==> config.mk <==
export PLATFORM = sky130hd
export DESIGN_NAME = dual_thread_alloc_arb
export DESIGN_NICKNAME = d
export VERILOG_FILES = /design/src/rtl/alloc_arb_pkg.sv /design/src/rtl/alloc_res_track.sv /design/src/rtl/alloc_pick.sv /design/src/rtl/alloc_mode_ctl.sv /design/src/rtl/dual_thread_alloc_arb.sv
export SDC_FILE = /design/constraint.sdc
export NUM_CORES = 1
export LEC_CHECK = 0
export CAP_MARGIN = 30
export CORE_MARGIN = 4
export CORE_UTILIZATION = 40
export CTS_BUF_LIST = sky130_fd_sc_hd__clkbuf_8
export CTS_CLUSTER_DIAMETER = 60
export DETAILED_ROUTE_END_ITERATION = 16
export PLACE_DENSITY = 0.65
export SLEW_MARGIN = 20
export SYNTH_ARGS = -nofsm -noshare
export SYNTH_HDL_FRONTEND = slang
export SYNTH_HIERARCHICAL = 1
export SYNTH_SLANG_ARGS = --single-unit
==> constraint.sdc <==
create_clock -name clk -period 6.5 [get_ports clk]
set_clock_uncertainty 0.05 [all_clocks]
set_input_delay 1.3 -clock clk [delete_from_list [all_inputs] [get_ports clk]]
set_output_delay 1.3 -clock clk [all_outputs]
set_load 0.05 [all_outputs]
==> src/rtl/alloc_arb_pkg.sv <==
package alloc_arb_pkg;

   typedef enum logic [1:0] {
      MODE_SHARED  = 2'b00,
      MODE_ONLY_T0 = 2'b01,
      MODE_ONLY_T1 = 2'b10
   } alloc_mode_e;

endpackage

==> src/rtl/alloc_res_track.sv <==
module alloc_res_track
   import alloc_arb_pkg::*;
#(
   parameter  int TOTAL = 126,
   localparam int IW    = $clog2(TOTAL),
   localparam int CW    = $clog2(TOTAL + 1)
) (
   input  logic                  clk,
   input  logic                  rst_n,
   input  alloc_mode_e           mode,
   input  logic                  go_shared,
   input  logic [1:0]            alloc,
   input  logic [1:0]            rel,
   output logic [1:0]            room,
   output logic [1:0]            empty,
   output logic [1:0][IW-1:0]    idx,
   output logic [1:0][CW-1:0]    cnt
);

   localparam int LIM0  = (TOTAL + 1) / 2;
   localparam int LIM1  = TOTAL / 2;
   localparam int BASE1 = LIM0;

   if (TOTAL < 2) begin : g_bad_total
      $error("alloc_res_track: TOTAL must be at least 2");
   end

   for (genvar t = 0; t < 2; t++) begin : g_thr
      localparam int SH_LIM  = (t == 0) ? LIM0 : LIM1;
      localparam int SH_LO   = (t == 0) ? 0 : BASE1;
      localparam int SH_HI   = (t == 0) ? LIM0 - 1 : TOTAL - 1;
      localparam int SOLO_MD = (t == 0) ? 1 : 2;

      logic [CW-1:0] cnt_q;
      logic [IW-1:0] tail_q;
      logic [CW-1:0] lim;
      logic [IW-1:0] lo, hi;
      logic          dec;

      // partitioned limit in shared mode; whole buffer or nothing when solo
      always_comb begin
         if (mode == MODE_SHARED) begin
            lim = CW'(SH_LIM);
            lo  = IW'(SH_LO);
            hi  = IW'(SH_HI);
         end else begin
            lim = (mode == alloc_mode_e'(SOLO_MD)) ? CW'(TOTAL) : '0;
            lo  = '0;
            hi  = IW'(TOTAL - 1);
         end
      end

      // a release against an empty count is dropped
      assign dec      = rel[t] && (cnt_q != '0);
      assign room[t]  = cnt_q < lim;
      assign empty[t] = cnt_q == '0;
      assign idx[t]   = tail_q;
      assign cnt[t]   = cnt_q;

      always_ff @(posedge clk) begin
         if (!rst_n) begin
            cnt_q  <= '0;
            tail_q <= IW'(SH_LO);
         end else begin
            cnt_q <= cnt_q + CW'(alloc[t]) - CW'(dec);
            // advance within the window, restart at base on recombination exit
            if (go_shared)
               tail_q <= IW'(SH_LO);
            else if (alloc[t])
               tail_q <= (tail_q == hi) ? lo : tail_q + IW'(1);
         end
      end
   end

endmodule

==> src/rtl/alloc_pick.sv <==
module alloc_pick (
   input  logic       clk,
   input  logic       rst_n,
   input  logic [1:0] elig,
   output logic       grant,
   output logic       tid
);

   logic ptr_q;

   // preferred thread first, otherwise the other one
   always_comb begin
      grant = 1'b0;
      tid   = ptr_q;
      if (elig[ptr_q]) begin
         grant = 1'b1;
         tid   = ptr_q;
      end else if (elig[~ptr_q]) begin
         grant = 1'b1;
         tid   = ~ptr_q;
      end
   end

   // turn moves only on a grant
   always_ff @(posedge clk) begin
      if (!rst_n)
         ptr_q <= 1'b0;
      else if (grant)
         ptr_q <= ~tid;
   end

endmodule

==> src/rtl/alloc_mode_ctl.sv <==
module alloc_mode_ctl
   import alloc_arb_pkg::*;
(
   input  logic        clk,
   input  logic        rst_n,
   input  logic [1:0]  halt_req,
   input  logic [1:0]  intr_req,
   input  logic [1:0]  quiet,
   output alloc_mode_e mode,
   output logic        go_shared
);

   alloc_mode_e mode_q, mode_d;

   // transitions gated by the shrinking thread being empty
   always_comb begin
      mode_d    = mode_q;
      go_shared = 1'b0;
      unique case (mode_q)
         MODE_SHARED: begin
            if (halt_req[0] && quiet[0])
               mode_d = MODE_ONLY_T1;
            else if (halt_req[1] && quiet[1])
               mode_d = MODE_ONLY_T0;
         end
         MODE_ONLY_T1: begin
            if (intr_req[0] && quiet[1]) begin
               mode_d    = MODE_SHARED;
               go_shared = 1'b1;
            end
         end
         MODE_ONLY_T0: begin
            if (intr_req[1] && quiet[0]) begin
               mode_d    = MODE_SHARED;
               go_shared = 1'b1;
            end
         end
         default: mode_d = MODE_SHARED;
      endcase
   end

   always_ff @(posedge clk) begin
      if (!rst_n)
         mode_q <= MODE_SHARED;
      else
         mode_q <= mode_d;
   end

   assign mode = mode_q;

endmodule

==> src/rtl/dual_thread_alloc_arb.sv <==
module dual_thread_alloc_arb
   import alloc_arb_pkg::*;
#(
   parameter  int ROB_TOTAL = 126,
   parameter  int LDB_TOTAL = 48,
   parameter  int STB_TOTAL = 32,
   localparam int ROB_IW    = $clog2(ROB_TOTAL),
   localparam int LDB_IW    = $clog2(LDB_TOTAL),
   localparam int STB_IW    = $clog2(STB_TOTAL)
) (
   input  logic              clk,
   input  logic              rst_n,
   input  logic [1:0]        uop_valid,
   input  logic [1:0]        uop_needs_ld,
   input  logic [1:0]        uop_needs_st,
   input  logic [1:0]        rel_rob,
   input  logic [1:0]        rel_ld,
   input  logic [1:0]        rel_st,
   input  logic [1:0]        halt_req,
   input  logic [1:0]        intr_req,
   output logic              grant,
   output logic              grant_tid,
   output logic [ROB_IW-1:0] grant_rob_idx,
   output logic [LDB_IW-1:0] grant_ld_idx,
   output logic [STB_IW-1:0] grant_st_idx,
   output logic [1:0]        mode
);

   localparam int ROB_CW = $clog2(ROB_TOTAL + 1);
   localparam int LDB_CW = $clog2(LDB_TOTAL + 1);
   localparam int STB_CW = $clog2(STB_TOTAL + 1);

   alloc_mode_e mode_e;
   logic        go_shared;
   logic [1:0]  rob_room, ld_room, st_room;
   logic [1:0]  rob_empty, ld_empty, st_empty;
   logic [1:0]  rob_alloc, ld_alloc, st_alloc;
   logic [1:0]  elig, quiet, granted_to;
   logic [1:0][ROB_IW-1:0] rob_idx;
   logic [1:0][LDB_IW-1:0] ld_idx;
   logic [1:0][STB_IW-1:0] st_idx;
   logic [1:0][ROB_CW-1:0] rob_cnt;
   logic [1:0][LDB_CW-1:0] ld_cnt;
   logic [1:0][STB_CW-1:0] st_cnt;

   // eligible only with room in every buffer the uop needs
   for (genvar t = 0; t < 2; t++) begin : g_elig
      assign elig[t] = uop_valid[t] && rob_room[t]
                     && (!uop_needs_ld[t] || ld_room[t])
                     && (!uop_needs_st[t] || st_room[t]);
      assign granted_to[t] = grant && (grant_tid == 1'(t));
   end

   assign rob_alloc = granted_to;
   assign ld_alloc  = granted_to & uop_needs_ld;
   assign st_alloc  = granted_to & uop_needs_st;
   assign quiet     = rob_empty & ld_empty & st_empty & ~granted_to;

   alloc_pick i_pick (
      .clk   (clk),
      .rst_n (rst_n),
      .elig  (elig),
      .grant (grant),
      .tid   (grant_tid)
   );

   alloc_mode_ctl i_mode (
      .clk       (clk),
      .rst_n     (rst_n),
      .halt_req  (halt_req),
      .intr_req  (intr_req),
      .quiet     (quiet),
      .mode      (mode_e),
      .go_shared (go_shared)
   );

   alloc_res_track #(.TOTAL(ROB_TOTAL)) i_rob (
      .clk(clk), .rst_n(rst_n), .mode(mode_e), .go_shared(go_shared),
      .alloc(rob_alloc), .rel(rel_rob), .room(rob_room), .empty(rob_empty),
      .idx(rob_idx), .cnt(rob_cnt)
   );

   alloc_res_track #(.TOTAL(LDB_TOTAL)) i_ldb (
      .clk(clk), .rst_n(rst_n), .mode(mode_e), .go_shared(go_shared),
      .alloc(ld_alloc), .rel(rel_ld), .room(ld_room), .empty(ld_empty),
      .idx(ld_idx), .cnt(ld_cnt)
   );

   alloc_res_track #(.TOTAL(STB_TOTAL)) i_stb (
      .clk(clk), .rst_n(rst_n), .mode(mode_e), .go_shared(go_shared),
      .alloc(st_alloc), .rel(rel_st), .room(st_room), .empty(st_empty),
      .idx(st_idx), .cnt(st_cnt)
   );

   assign grant_rob_idx = rob_idx[grant_tid];
   assign grant_ld_idx  = ld_idx[grant_tid];
   assign grant_st_idx  = st_idx[grant_tid];
   assign mode          = mode_e;

endmodule

==> out/qor.csv <==
stage;metric;value;unit
status;outcome;finished, final reports clean;
placement;PortBufs;39;
logic_synthesis;syn nets;748;
detailed_routing;DRC;0;
logic_synthesis;Yosys cell types;71;
cells_and_area;final-stage net count;784;
logic_synthesis;Syn Area/Cell;8.63;um^2
detailed_routing;via count;4661;
sta;final hold slack;456;ps
critical_path;worst flop-to-flop path startpoint;i_mode/mode[0];
logic_synthesis;Post-synth ARST share;0;%
critical_path;worst path required time;5150;ps
cts;Longest Clk Path Bufs;2;
critical_path;Critical Path Source Type;flip-flop;
critical_path;worst reg2reg path depth;16;
critical_path;Worst path top cell family by delay;adder cells;
cts;hold buffers post-CTS;0;
logic_synthesis;FF+latch count, synth;77;
min_path;Worst Hold Depth;2;
floorplan;die height;126;um
sta;Period minus WS final;5850;ps
detailed_routing;DRT Pass-1 Iters;4;
cts;clk_lat worst skew;360;ps
critical_path;sum of buffers and inverters on the critical path;1;
placement;routability cong.;0.794;
placement;HPWL after detailed placement;9690;um
cts;post-CTS sizing;0;
logic_synthesis;Post-Syn Area;0.00557;mm^2
global_routing;vias in the first global route;4535;
critical_path;worst path cell trace;ha_1, or4_1, a21oi_1, o21ai_1, a21oi_1, nand2_1, a221oi_1, maj3_2, mux2_2, clkdlybuf4s50_1;
global_routing;first-pass GRT wire length;21100;um
critical_path;Critical Path AT;4500;ps
floorplan;Rows;42;
pwr;VDD IR-drop max;0.127;mV
floorplan;Die X;126;um
cells_and_area;area delta synth->final;12.9;%
detailed_routing;routed length per instance;14.9;um
global_routing;total congestion overflow;0;
floorplan;die area;0.0159;mm^2
global_routing;initial antenna violation count;0;
critical_path;r2r endpoint;i_rob/g_thr[0].tail_q[2];
logic_synthesis;ys flop type;dfxtp_1;
sta;Final Cycle Share;90.0;%
global_routing;GRT Overall Usage;16.1;%
sta;Final Hold Vio Count;0;
critical_path;kind of critical path;flip-flop to primary output;
pwr;pwr dens;442;mW/mm^2
min_path;worst hold-check path type;flip-flop to flip-flop;
sta;post-route setup TNS;0;ps
detailed_routing;Final ANT Viol Nets;0;
sta;unrepaired setup endpoints after global routing;no;
logic_synthesis;Syn Inst Count;645;
detailed_routing;Total Wirelength;12900;um
cells_and_area;most frequent cells in the layout;ha_1 (79), dfxtp_1 (77), inv_1 (71), nor2_1 (48), clkdlybuf4s50_1 (38);
floorplan;IO Pins;40;
cells_and_area;most common cell after layout, fill and taps aside;ha_1;
global_routing;largest net degree at the start of global routing;58;
sta;fmax;171;MHz
cts;clock sink count;77;
sta;Setup Viol. Count Final;0;
cts;clk slew on worst S/H paths;80;ps
pwr;P_leak;0.00269;uW
critical_path;CP endpoint kind;primary output;
cells_and_area;layout cells sized above 1;7.16;%
sta;Worst Tran Pin Value;923;ps
critical_path;CP most frequent cell;a21oi_1;
cts;CTS H-tree lvls;3;
cells_and_area;Ant. Diodes;0;
floorplan;core area;0.0135;mm^2
cts;root buffer cell;clkbuf_8;
min_path;hold endpoint;i_pick/ptr_q;
min_path;worst hold start;i_pick/ptr_q;
detailed_routing;Via density;5.42;
logic_synthesis;number of synthesized flops with an enable pin;0;
critical_path;reg2reg setup slack;1120;ps
cts;CTS Buf Count;9;
floorplan;starting density of the core;41.4;%
run;MaxCap Viol Count;0;
logic_synthesis;warning count from the yosys run;6;
detailed_routing;Initial DRC Count;422;
sta;Pins Over Slew Limit;0;
critical_path;crit-path max cell delay;710;ps
critical_path;critical path fanouts, max;24;
cts;CTS tree;yes;
cts;Post-CTS Setup Bufs;0;
logic_synthesis;sequential share of the synthesized area;27.7;%
sta;Slew HR;37.9;%
critical_path;slowest CP cell;clkdlybuf4s50_1;
==> power breakdown <==
| part | total [uW] | internal (uW) | switching, uW |
|---|---|---|---|
| Sequential | 735 | 610 | 125 |
| Clock | 356 | 181 | 176 |
| Combinational | 1690 | 727 | 960 |
==> worst max path at each step <==
| stage | start | to | slack, ps | cells past startpoint |
|---|---|---|---|---|
| 6_report | i_mode/mode[0] | grant_ld_idx[2] | 650 | 10 |
| 5_1_grt | i_mode/mode[0] | grant_rob_idx[4] | 360 | 10 |
| 4_1_cts | i_mode/mode[0] | grant_ld_idx[2] | 630 | 10 |
| 3_5_place_dp | i_mode/mode[0] | grant_ld_idx[2] | 1040 | 10 |
| 3_3_place_gp | uop_valid[0] | grant_rob_idx[0] | 1180 | 7 |
| 2_1_floorplan | i_mode/mode[1] | grant_ld_idx[0] | 1830 | 12 |
==> layout make-up <==
cell class | count | area (um^2)
fillers | 1302 | 7170
multi-input cells | 482 | 3680
flip-flops and latches | 77 | 1540
repair buffers | 42 | 408
inverters | 69 | 259
well taps | 176 | 220
clock buffers | 10 | 138
clock inverters | 4 | 42.5
==> cells in the mapped netlist, types with 5 or more instances <==
master	n	area (um^2)
o21ai_0	26	130
and2_1	17	106
clkbuf_1	11	41.3
nor4_1	5	31.3
inv_1	69	259
mux2i_1	5	50.1
nor3_1	11	55.1
ha_1	79	988
dfxtp_1	77	1540
fa_1	6	120
a21o_1	8	60.1
and3_1	9	56.3
xor2_1	14	123
xnor2_1	13	114
nand4_1	16	100
a31oi_1	7	43.8
nand2b_1	25	156
nand2_1	27	101
nor2_1	48	180
nand3_1	24	120
nor2b_1	12	75.1
mux2_2	20	225
a21oi_1	30	150
o311ai_0	6	52.6
==> registers in the layout, summed over array words and instances (netlist names) <==
name / cells
i_ldb/g_thr.cnt_q: 12
i_ldb/g_thr.tail_q: 12
i_mode/mode: 2
i_pick/ptr_q: 1
i_rob/g_thr.cnt_q: 14
i_rob/g_thr.tail_q: 14
i_stb/g_thr.cnt_q: 12
i_stb/g_thr.tail_q: 10
==> cell families after synthesis <==
group / Yosys count / share of synthesized area, %
adders and majority gates: 86 / 20.1
buffers and inverters: 86 / 6.27
AOI/OAI and AO/OA: 125 / 15.2
and+or+nand+nor: 219 / 21.6
muxes: 25 / 4.94
DFF: 77 / 27.7
xor gates and xnor gates: 27 / 4.25
==> stage by stage <==
stage,utilization [%],cell area [um^2],total power (uW),worst slack [ps],cells
after global placement,45.4,6110,2340,1180,846
after floorplan,-,5570,2040,1830,645
after CTS,46.7,6290,2800,632,860
final,46.7,6290,2780,648,860
after detailed placement,45.4,6110,2430,1040,846
after global routing,46.7,6290,3040,365,860
==> metal layers <==
metal | vias up | wire length, um | global-route usage [%]
met2 | 73 | 6120 | 26.4
li1 | 2359 | - | -
met5 | - | 0 | 0
met3 | 15 | 385 | 2.71
met4 | 0 | 278 | 7.19
met1 | 2214 | 6070 | 20.7
==> worst register-to-register path, cell delays in order, from the launching register on <==
cell and delay [ps]:
dfxtp_1 580, ha_1 360, or4_1 520, a21oi_1 150, o21ai_1 90, a21oi_1 150, nand2_1 130, a221oi_1 350
maj3_2 690, nor2b_1 180, buf_4 210, nor2_1 250, nand3_1 110, a21boi_0 730, nor2_1 250, o21ai_1 350
nor2_1 100
(Power assumes the default switching activity.)
